$ cat config.mk
export PLATFORM = sky130hd
export DESIGN_NAME = serial_port_top
export DESIGN_NICKNAME = d
export VERILOG_FILES = /design/src/rtl/sio_pkg.sv /design/src/rtl/sio_rx.sv /design/src/rtl/sio_tx.sv /design/src/rtl/serial_port_top.sv
export SDC_FILE = /design/constraint.sdc
export NUM_CORES = 1
export LEC_CHECK = 0
export CORE_UTILIZATION = 50
export DETAILED_ROUTE_END_ITERATION = 8
export PLACE_DENSITY = 0.84
export SLEW_MARGIN = 40
export SYNTH_ARGS = -nofsm -noshare
export SYNTH_HDL_FRONTEND = slang
export SYNTH_SLANG_ARGS = --single-unit
$ cat constraint.sdc
create_clock -name clk -period 1.8 [get_ports clk]
set_input_delay 0.54 -clock clk [delete_from_list [all_inputs] [get_ports clk]]
set_output_delay 0.54 -clock clk [all_outputs]
set_load 0.01 [all_outputs]
$ cat src/rtl/sio_pkg.sv
package sio_pkg;
  typedef enum logic [1:0] {
    PAR_NONE = 2'd0,
    PAR_EVEN = 2'd1,
    PAR_ODD  = 2'd2,
    PAR_ZERO = 2'd3
  } par_e;

  typedef struct packed {
    logic two_stop;
    logic char7;
    par_e par;
    logic rx_on;
    logic tx_on;
  } mode_t;

  localparam logic [2:0] OFS_MODE  = 3'd0;
  localparam logic [2:0] OFS_RXERR = 3'd1;
  localparam logic [2:0] OFS_TXST  = 3'd2;
  localparam logic [2:0] OFS_RXBUF = 3'd3;
  localparam logic [2:0] OFS_TXBUF = 3'd4;

  function automatic logic par_bit(par_e p, logic x);
    case (p)
      PAR_EVEN: return x;
      PAR_ODD:  return ~x;
      default:  return 1'b0;
    endcase
  endfunction
endpackage

$ cat src/rtl/sio_rx.sv
module sio_rx
  import sio_pkg::*;
#(
  parameter int DW  = 8,
  parameter int OVS = 16
) (
  input  logic          clk,
  input  logic          rst,
  input  logic          tick,
  input  logic          rxd,
  input  logic          en,
  input  logic          char7,
  input  par_e          par,
  output logic          done,
  output logic [DW-1:0] data,
  output logic          perr,
  output logic          ferr
);
  localparam int CW = $clog2(OVS);
  localparam int BW = $clog2(DW);

  typedef enum logic [2:0] {S_IDLE, S_START, S_DATA, S_PAR, S_STOP} st_e;
  st_e st;
  logic [1:0]    sync;
  logic          line;
  logic [CW-1:0] cnt;
  logic [BW-1:0] bitn, last;
  logic [DW-1:0] sh;
  logic          xr, perr_q;
  logic          mid;

  assign line = sync[1];
  assign last = char7 ? BW'(DW-2) : BW'(DW-1);
  assign mid  = (cnt == CW'(OVS-1));

  always_ff @(posedge clk) begin
    if (rst) sync <= 2'b11;
    else     sync <= {sync[0], rxd};
  end

  always_ff @(posedge clk) begin
    if (rst) begin
      st <= S_IDLE; cnt <= '0; bitn <= '0; sh <= '0; xr <= 1'b0; perr_q <= 1'b0;
      done <= 1'b0; data <= '0; perr <= 1'b0; ferr <= 1'b0;
    end else begin
      done <= 1'b0;
      if (!en) st <= S_IDLE;
      else if (tick) begin
        case (st)
          S_IDLE: if (!line) begin st <= S_START; cnt <= '0; end
          S_START:
            if (cnt == CW'(OVS/2-1)) begin
              if (!line) begin
                st <= S_DATA; cnt <= '0; bitn <= '0; xr <= 1'b0; perr_q <= 1'b0;
              end else st <= S_IDLE;
            end else cnt <= cnt + 1'b1;
          S_DATA:
            if (mid) begin
              cnt <= '0;
              sh  <= {line, sh[DW-1:1]};
              xr  <= xr ^ line;
              if (bitn == last) st <= (par == PAR_NONE) ? S_STOP : S_PAR;
              else bitn <= bitn + 1'b1;
            end else cnt <= cnt + 1'b1;
          S_PAR:
            if (mid) begin
              cnt <= '0;
              perr_q <= (line != par_bit(par, xr));
              st <= S_STOP;
            end else cnt <= cnt + 1'b1;
          S_STOP:
            if (mid) begin
              done <= 1'b1;
              ferr <= ~line;
              perr <= perr_q;
              data <= char7 ? {1'b0, sh[DW-1:1]} : sh;
              st   <= S_IDLE;
            end else cnt <= cnt + 1'b1;
          default: st <= S_IDLE;
        endcase
      end
    end
  end


  rx_done_single_chk: assert property (@(posedge clk) disable iff (rst) done |=> !done);

  rx_off_quiet_chk: assert property (@(posedge clk) disable iff (rst) !en |=> !done);

  rx_pad_zero_chk: assert property (@(posedge clk) disable iff (rst) (done && char7) |-> !data[DW-1]);
endmodule

$ cat src/rtl/sio_tx.sv
module sio_tx
  import sio_pkg::*;
#(
  parameter int DW  = 8,
  parameter int OVS = 16
) (
  input  logic          clk,
  input  logic          rst,
  input  logic          tick,
  input  logic          en,
  input  logic          char7,
  input  par_e          par,
  input  logic          two_stop,
  input  logic          req,
  input  logic [DW-1:0] din,
  output logic          take,
  output logic          busy,
  output logic          txd,
  output logic          done
);
  localparam int CW = $clog2(OVS);
  localparam int FW = DW + 4;
  localparam int LW = $clog2(FW + 1);

  logic [CW-1:0] div;
  logic          bit_tick;
  logic [FW-1:0] frame, sh;
  logic [LW-1:0] flen, rem;

  assign bit_tick = tick && (div == CW'(OVS-1));

  always_comb begin
    int nd;
    logic [DW-1:0] mask;
    nd    = char7 ? DW-1 : DW;
    mask  = char7 ? {1'b0, {(DW-1){1'b1}}} : {DW{1'b1}};
    frame = '1;
    frame[0] = 1'b0;
    for (int i = 0; i < DW; i++)
      if (i < nd) frame[1+i] = din[i];
    if (par != PAR_NONE) frame[1+nd] = par_bit(par, ^(din & mask));
    flen = LW'(1 + nd + ((par != PAR_NONE) ? 1 : 0) + (two_stop ? 2 : 1));
  end

  always_ff @(posedge clk) begin
    if (rst) div <= '0;
    else if (tick) div <= div + 1'b1;
  end

  always_ff @(posedge clk) begin
    if (rst) begin
      sh <= '1; rem <= '0; busy <= 1'b0; txd <= 1'b1; take <= 1'b0; done <= 1'b0;
    end else begin
      take <= 1'b0;
      done <= 1'b0;
      if (bit_tick) begin
        if (!busy) begin
          if (req && en) begin
            sh <= frame; rem <= flen; txd <= frame[0]; busy <= 1'b1; take <= 1'b1;
          end
        end else if (rem == LW'(1)) begin
          busy <= 1'b0; txd <= 1'b1; done <= 1'b1;
        end else begin
          sh <= sh >> 1; txd <= sh[1]; rem <= rem - 1'b1;
        end
      end
    end
  end


  tx_idle_high_chk: assert property (@(posedge clk) disable iff (rst) !busy |-> txd);

  tx_done_single_chk: assert property (@(posedge clk) disable iff (rst) done |=> !done);

  tx_take_held_chk: assert property (@(posedge clk) disable iff (rst) take |-> busy);
endmodule

$ cat src/rtl/serial_port_top.sv
module serial_port_top
  import sio_pkg::*;
#(
  parameter int DW  = 8,
  parameter int OVS = 16
) (
  input  logic          clk,
  input  logic          rst,
  input  logic          os_tick,
  input  logic          wr_en,
  input  logic          rd_en,
  input  logic [2:0]    addr,
  input  logic [DW-1:0] wdata,
  output logic [DW-1:0] rdata,
  input  logic          rxd,
  output logic          txd,
  output logic          rx_irq,
  output logic          tx_irq
);
  mode_t         mode_q;
  logic [DW-1:0] rx_buf, tx_buf;
  logic          rx_unread, tx_full;
  logic [2:0]    err_q;
  logic          rx_done, rx_perr, rx_ferr;
  logic [DW-1:0] rx_data;
  logic          tx_take, tx_busy, tx_done;
  logic          rd_buf, rd_err;

  assign rd_buf = rd_en && (addr == OFS_RXBUF);
  assign rd_err = rd_en && (addr == OFS_RXERR);

  sio_rx #(.DW(DW), .OVS(OVS)) u_rx (
    .clk(clk), .rst(rst), .tick(os_tick), .rxd(rxd),
    .en(mode_q.rx_on), .char7(mode_q.char7), .par(mode_q.par),
    .done(rx_done), .data(rx_data), .perr(rx_perr), .ferr(rx_ferr)
  );

  sio_tx #(.DW(DW), .OVS(OVS)) u_tx (
    .clk(clk), .rst(rst), .tick(os_tick),
    .en(mode_q.tx_on), .char7(mode_q.char7), .par(mode_q.par), .two_stop(mode_q.two_stop),
    .req(tx_full), .din(tx_buf),
    .take(tx_take), .busy(tx_busy), .txd(txd), .done(tx_done)
  );

  always_ff @(posedge clk) begin
    if (rst) begin
      mode_q <= '0; tx_buf <= '0; tx_full <= 1'b0;
    end else begin
      if (tx_take) tx_full <= 1'b0;
      if (wr_en) begin
        case (addr)
          OFS_MODE:  mode_q <= mode_t'(wdata[5:0]);
          OFS_TXBUF: begin tx_buf <= wdata; tx_full <= 1'b1; end
          default: ;
        endcase
      end
    end
  end

  always_ff @(posedge clk) begin
    if (rst) begin
      rx_buf <= '0; rx_unread <= 1'b0; err_q <= '0; rx_irq <= 1'b0; tx_irq <= 1'b0;
    end else begin
      rx_irq <= rx_done;
      tx_irq <= tx_done;
      if (rd_err) err_q <= '0;
      if (rd_buf) rx_unread <= 1'b0;
      if (rx_done) begin
        rx_buf    <= rx_data;
        rx_unread <= 1'b1;
        err_q     <= (rd_err ? 3'b000 : err_q) |
                     {rx_unread && !rd_buf, rx_ferr, rx_perr};
      end
    end
  end

  always_ff @(posedge clk) begin
    if (rst) rdata <= '0;
    else if (rd_en) begin
      case (addr)
        OFS_MODE:  rdata <= DW'(mode_q);
        OFS_RXERR: rdata <= DW'(err_q);
        OFS_TXST:  rdata <= DW'({tx_busy, tx_full});
        OFS_RXBUF: rdata <= rx_buf;
        default:   rdata <= '0;
      endcase
    end
  end


  rx_irq_unread_chk: assert property (@(posedge clk) disable iff (rst) rx_irq |-> rx_unread);

  rx_irq_single_chk: assert property (@(posedge clk) disable iff (rst) rx_irq |=> !rx_irq);

  tx_irq_single_chk: assert property (@(posedge clk) disable iff (rst) tx_irq |=> !tx_irq);

  tx_take_full_chk: assert property (@(posedge clk) disable iff (rst) tx_take |-> $past(tx_full));

  err_clear_chk: assert property (@(posedge clk) disable iff (rst)
    (rd_err && !rx_done) |=> (err_q == 3'b000));
endmodule

After elaboration in Yosys (flattened, before gate mapping)
Index checks and enable logic that the tools add are counted.
W data, S select, Z words.

word-level totals
  register bits = 94
  latch bits = 0
  bits in writable memories = 0
  ROM bits = 0
  output and inout port bits = 11
  word-level logic and storage cells = 191
  memories = 0

operators by class
  $add $sub $neg = 7
  $mul = 0
  divide/modulo/power cells = 0
  order comparisons = 10
  eq/ne operators = 26
  shift-type cells = 0
  mux-type cells = 73
  bitwise operators = 11
  reduce and logical (&&, ||, !) cells = 33

operators with widths
  kind                   count
  $lt A4 B32 Y1 const A  4
  $lt A3 B32 Y1 const A  2
  $mux W12               4
  $mux W3                13
  $mux W1                34
  $ge A32 B1 Y1 const B  1
  $lt A1 B32 Y1 const A  1
  $lt A2 B32 Y1 const A  1
  $lt A32 B6 Y1 const B  1
  $mux W4                8
  $pmux W8 S4            1
  $mux W8                2
  $pmux W4 S4            1
  $pmux W3 S5            1
  $reduce_and A7 Y1      2
  $bwmux W12             1
  $eq A3 B2 Y1 const B   4
  $reduce_and A4 Y1      3
  $reduce_and A6 Y1      2
  $ne A2 B1 Y1 const B   5
  $ne A2 B2 Y1 const B   5
  $reduce_bool A2 Y1     5
  $add A4 B1 Y4 const B  2
  $add A4 B4 Y4          2
  31 further kinds       55

Longest topological paths before layout
  word-level depth = 10
  gate-level depth with buffers = 8
  depth with buffers taken out = 8

Cells and area by module
Synthesis repeated with hierarchy kept, for this count alone.

second synthesis, totals
  cell total of the unflattened synthesis = 496
  area total of the unflattened synthesis = 4,511.8 µm²

by module, submodules not included
  module           instances  cells an instance  area an instance (µm²)  seq. area each (µm²)
  sio_rx           1          204                1,778.0                 660.6
  serial_port_top  1          156                1,461.4                 740.7
  sio_tx           1          136                1,272.5                 460.4

Worst setup path after synthesis
OpenSTA, ideal clock, no wires.

  path type = reg-to-reg
  start = reg mode_q[4] in the netlist's numbering
  end = reg u_tx.rem[1]
  setup time = 128 ps
  arrival time = 1,796 ps
  setup slack = -124 ps
  stages on the path, launching flop included = 9
  path buffers = 1
  period minus slack after synthesis = 1,924 ps
  cells stage by stage = dfxtp_1 > buf_1 > inv_1 > fa_1 > xor2_1 > nor2_1 > a211oi_1 > a21oi_1 > nor2_1

between the ends
  cells in the longest elaborated chain, start to end = 6

RTL lines
  item                         line                   RTL
  start: declaration           serial_port_top.sv:20  mode_t mode_q;
  start signal: assignment     serial_port_top.sv:52  OFS_MODE: mode_q <= mode_t'(wdata[5:0]);
  $mux W4                      sio_tx.sv:35           nd = char7 ? DW-1 : DW;
  $add A1 B4 Y5                n/a
  $add A4 B4 Y4 (2 in series)  sio_tx.sv:42           flen = LW'(1 + nd + ((par != PAR_NONE) ? 1 : 0) + (two_stop ? 2 : 1));
  $mux W4                      sio_tx.sv:58           if (req && en) begin
  $mux W4                      sio_tx.sv:57           if (!busy) begin
  end signal: assignment       sio_tx.sv:64           sh <= sh >> 1; txd <= sh[1]; rem <= rem - 1'b1;
  end: declaration             sio_tx.sv:28           logic [LW-1:0] flen, rem;

Every way passes these cells. The select of a mux whose other input is x is not followed.
A chain may end at the register's enable or synchronous reset.

Final worst setup path
  start = reg u_rx.cnt[3]
  end = reg u_rx.xr

between the ends
  cells in the longest elaborated chain, start to end = 3
  elaborated cells on any way between the ends = 5

RTL lines
  item                                          line                        RTL
  start: declaration                            sio_rx.sv:26                logic [CW-1:0] cnt;
  start signal: assignment                      sio_rx.sv:56                end else cnt <= cnt + 1'b1;
  start signal: assignment                      sio_rx.sv:64                end else cnt <= cnt + 1'b1;
  start signal: assignment                      sio_rx.sv:70                end else cnt <= cnt + 1'b1;
  $eq A4 B4 Y1 or $eq A4 B3 Y1 (tied branches)  sio_rx.sv:34, sio_rx.sv:52
  $ne A2 B1 Y1 (no line)                        n/a
  $reduce_and A6 Y1 (no line) *                 n/a
  end signal: assignment                        sio_rx.sv:61                xr <= xr ^ line;
  end: declaration                              sio_rx.sv:29                logic xr, perr_q;

Every way passes the cells marked *; elsewhere a longest branch is shown, timed or not.

==> flow_summary_export.csv <==
group,metric,value,unit
critical_path,r2r_end,"u_rx.xr$_SDFFE_PP0P_",
pwr,switching_share,25.75,%
logic_synthesis,synth_ff_type,"dfxtp_1",
sta,worstMarginPinSlew,471.0,ps
grt,groute.usage.overall,22.75,%
pwr,p_int,0.002696,W
critical_path,r2r_start,"u_rx.cnt[3]$_SDFFE_PP0P_",
cts,cts-htree-levels,3,
die,die_area,8802,sq um
sta,min_period,1757,ps
logic_synthesis,ys_ff_latch,93,
die,rows,33,
logic_synthesis,synth_nets,491,
die,pin_count,28,
logic_synthesis,syn_area_per_cell,9.026,sq um
sta,final.period_utilization,97.60,%
sta,whs,416.6,ps
detailed_routing,first_pass_iters,5,
grt,grt_pass1_vias,3382,
min_path,holdPathStages,1,
cts,cts_hold_buf,0,
sta,hold_violations,0,
sta,drv_slew,0,
grt,grt_antenna_before_repair,0,
place,hpwl,6609,um
cells_and_area,multiInputGateArea,2283,sq um
pwr,sequentialPowerShare,57.3,%
logic_synthesis,synth.distinct_cells,63,
detailed_routing,drc,0,
critical_path,reg2reg_depth,5,
logic_synthesis,yosys_warnings,0,
min_path,min_from,"u_rx.sync[0]$_SDFF_PP1_",
pwr,p_switching,0.0009347,W
critical_path,path_max_fanout,4,
logic_synthesis,netlist_instances,467,
pwr,clock_power_share,37.2,%
critical_path,worstSetupPathType,"flip-flop to flip-flop",
cells_and_area,nNetsFinal,541,
pwr,comb_power_share,5.5,%
critical_path,crit_start,"u_rx.cnt[3]$_SDFFE_PP0P_",
cts,cts-root-buf,"clkbuf_8",
sta,finalSetupViolations,0,
cts,cts_buffers,9,
cts,clk_pin_slew_worst_paths,100,ps
critical_path,cp-end-kind,"flip-flop",
cells_and_area,drive_gt1_share,17.43,%
grt,grt_pass1_wl,15620,um
detailed_routing,post_drt_wl_per_cell,15.49,um
logic_synthesis,synthArstFlopShare,0,%
critical_path,cp-start-kind,"flip-flop",
sta,maxSlewHeadroom,68.39,%
die,start_util,51.56,%
grt,grt_max_degree,33,
logic_synthesis,synth-seq-area-share,44.17,%
place,numPortBuffers,27,
pwr,power_density,709.1,nW/um^2
sta,rsz0062_at_grt,"yes",
outcome,outcome,"finished, final reports clean",
detailed_routing,first_iter_violations,150,
sta,finClkSkew,11.33,ps
run,cap_violations,0,
logic_synthesis,syn-cell-area,4215,sq um
pwr,leakagePower,1.888,nW
die,dieHeight,93.82,um
cells_and_area,regArea,1874,sq um
min_path,hp-class,"flip-flop to flip-flop",
critical_path,reg2reg_slack,40,ps
critical_path,worstPathArrival,2020,ps
cts,cts_tree,"built",
min_path,hold_end,"u_rx.sync[1]$_SDFF_PP1_",
cells_and_area,diodes,0,
cells_and_area,postLayoutCoreUtil,62.63,%
cells_and_area,fillers,678,
cells_and_area,area_delta_synth_final,21.46,%
die,core_area,8175,sq um
grt,grt_overflow_total,0,
place,place_congestion,0.9028,
sta,max_freq,569.2,MHz
cts,insertion_delay,370,ps
pwr,ir_worst_vdd,0.2962,mV
logic_synthesis,synth-edff-count,0,
die,die_w,93.82,um
detailed_routing,vias,3565,
detailed_routing,antenna_left,0,
cts,cts_num_sinks,93,
detailed_routing,drt_wl_total,9711,um
cts,clockBufferDepth,2,
detailed_routing,viasPerCell,5.686,
critical_path,cp.required,2060,ps
[layout by cell type (no fill, tap or decap), types with 8 or more instances in the layout]
cell type and n:
a211o_1 8, a21oi_1 28, buf_4 41, clkbuf_8 9
clkdlybuf4s50_1 15, dfxtp_1 87, dlygate4sd2_1 8, inv_1 9
mux2i_1 41, nand2_1 40, nor2_1 72, o21ai_0 10
xnor2_1 8
[metal layers]
metal	routed length (um)	up-vias	GRT usage, %
li1	-	1746	-
met1	4309	1728	27.35
met2	4905	70	39.72
met3	309	21	3.803
met4	187	0	9.872
met5	0	-	0
[layout make-up]
| type | count | share of cell area, % |
|---|---|---|
| Sequential cell | 93 | 36.61 |
| Inverter | 10 | 0.7331 |
| Clock buffer | 9 | 2.419 |
| Timing Repair Buffer | 70 | 11.75 |
| Clock inverter | 7 | 1.320 |
| Tap cell | 105 | 2.566 |
| Multi-Input combinational cell | 333 | 44.60 |
[cell usage after synthesis (all sizes together), types with 7 or more instances]
master / instances / area share, %
nor2: 76 / 6.8
nand2b: 7 / 1.0
a211o: 8 / 1.7
mux2i: 41 / 9.7
buf: 12 / 1.5
a21oi: 30 / 3.6
dfxtp: 93 / 44
inv: 9 / 0.80
clkbuf: 19 / 1.7
xnor2: 8 / 1.7
o21ai: 15 / 1.8
nand2: 41 / 3.7
a211oi: 10 / 1.8
[kinds of logic (layout without fill, tap and decap cells)]
logic type	after synthesis	in the layout	share of synthesized area (%)
fa+ha+maj	7	7	2.256
simple gates	170	170	19.53
buf+inv	41	96	4.066
xor+xnor	15	15	3.443
mux	44	44	11.07
compound gates	97	97	15.46
flops	93	93	44.17
[registers in the layout (all words and copies together), names as in the netlist, 3 cells and up]
| name | count |
|---|---|
| u_tx.sh | 11 |
| rdata | 8 |
| rx_buf | 8 |
| tx_buf | 8 |
| u_rx.data | 8 |
| u_rx.sh | 8 |
| mode_q | 6 |
| u_rx.cnt | 4 |
| u_tx.div | 4 |
| u_tx.rem | 4 |
| err_q | 3 |
| u_rx.bitn | 3 |
| u_rx.st | 3 |
[power groups by stage]
stage	clock network [W]	logic (W)	registers (W)
final	0.00135	0.000201	0.00208
after global routing	0.00145	0.000218	0.00208
after CTS	0.00137	0.000196	0.00208
after detailed placement	0	0.000195	0.00213
after global placement	0	0.000188	0.00213
after floorplan	0	0.000110	0.00213
[worst max-delay path by stage]
stage | endpoint | slack [ps]
after floorplan | u_tx.sh[8]$_SDFFE_PP1P_ | 20
after global placement | u_rx.sh[5]$_SDFFE_PP0P_ | -280
after detailed placement | mode_q[2]$_SDFFE_PP0P_ | -350
after CTS | rdata[3] | 0.03
after global routing | u_tx.rem[3]$_SDFFE_PP0P_ | -40
final | u_rx.xr$_SDFFE_PP0P_ | 40
[stage by stage]
step           setup WS (ps)  instance area (sq um)  total power, W  std cells  TNS (ps)
2_1_floorplan          17.63                   4235        0.002238        467         0
3_3_place_gp          -284.6                   4831        0.002317        611    -14120
3_5_place_dp          -347.6                   4831        0.002325        611    -16780
4_1_cts              0.02509                   5020        0.003650        627         0
5_1_grt               -37.82                   5120        0.003751        627    -67.42
6_report               43.28                   5120        0.003631        627         0
[critical path, stage by stage, from the launching register on]
cell and delay [ps]:
dfxtp_1 350, or4b_1 590, a2111oi_4 390, o21ai_1 130, nand2_1 110, a21oi_1 80
[repair_timing]
action	in CTS	in global routing
pin swaps	0	2
resized for setup	11	27
setup endpoints to repair	20	34
setup buffers	0	0
(Power assumes the default switching activity.)
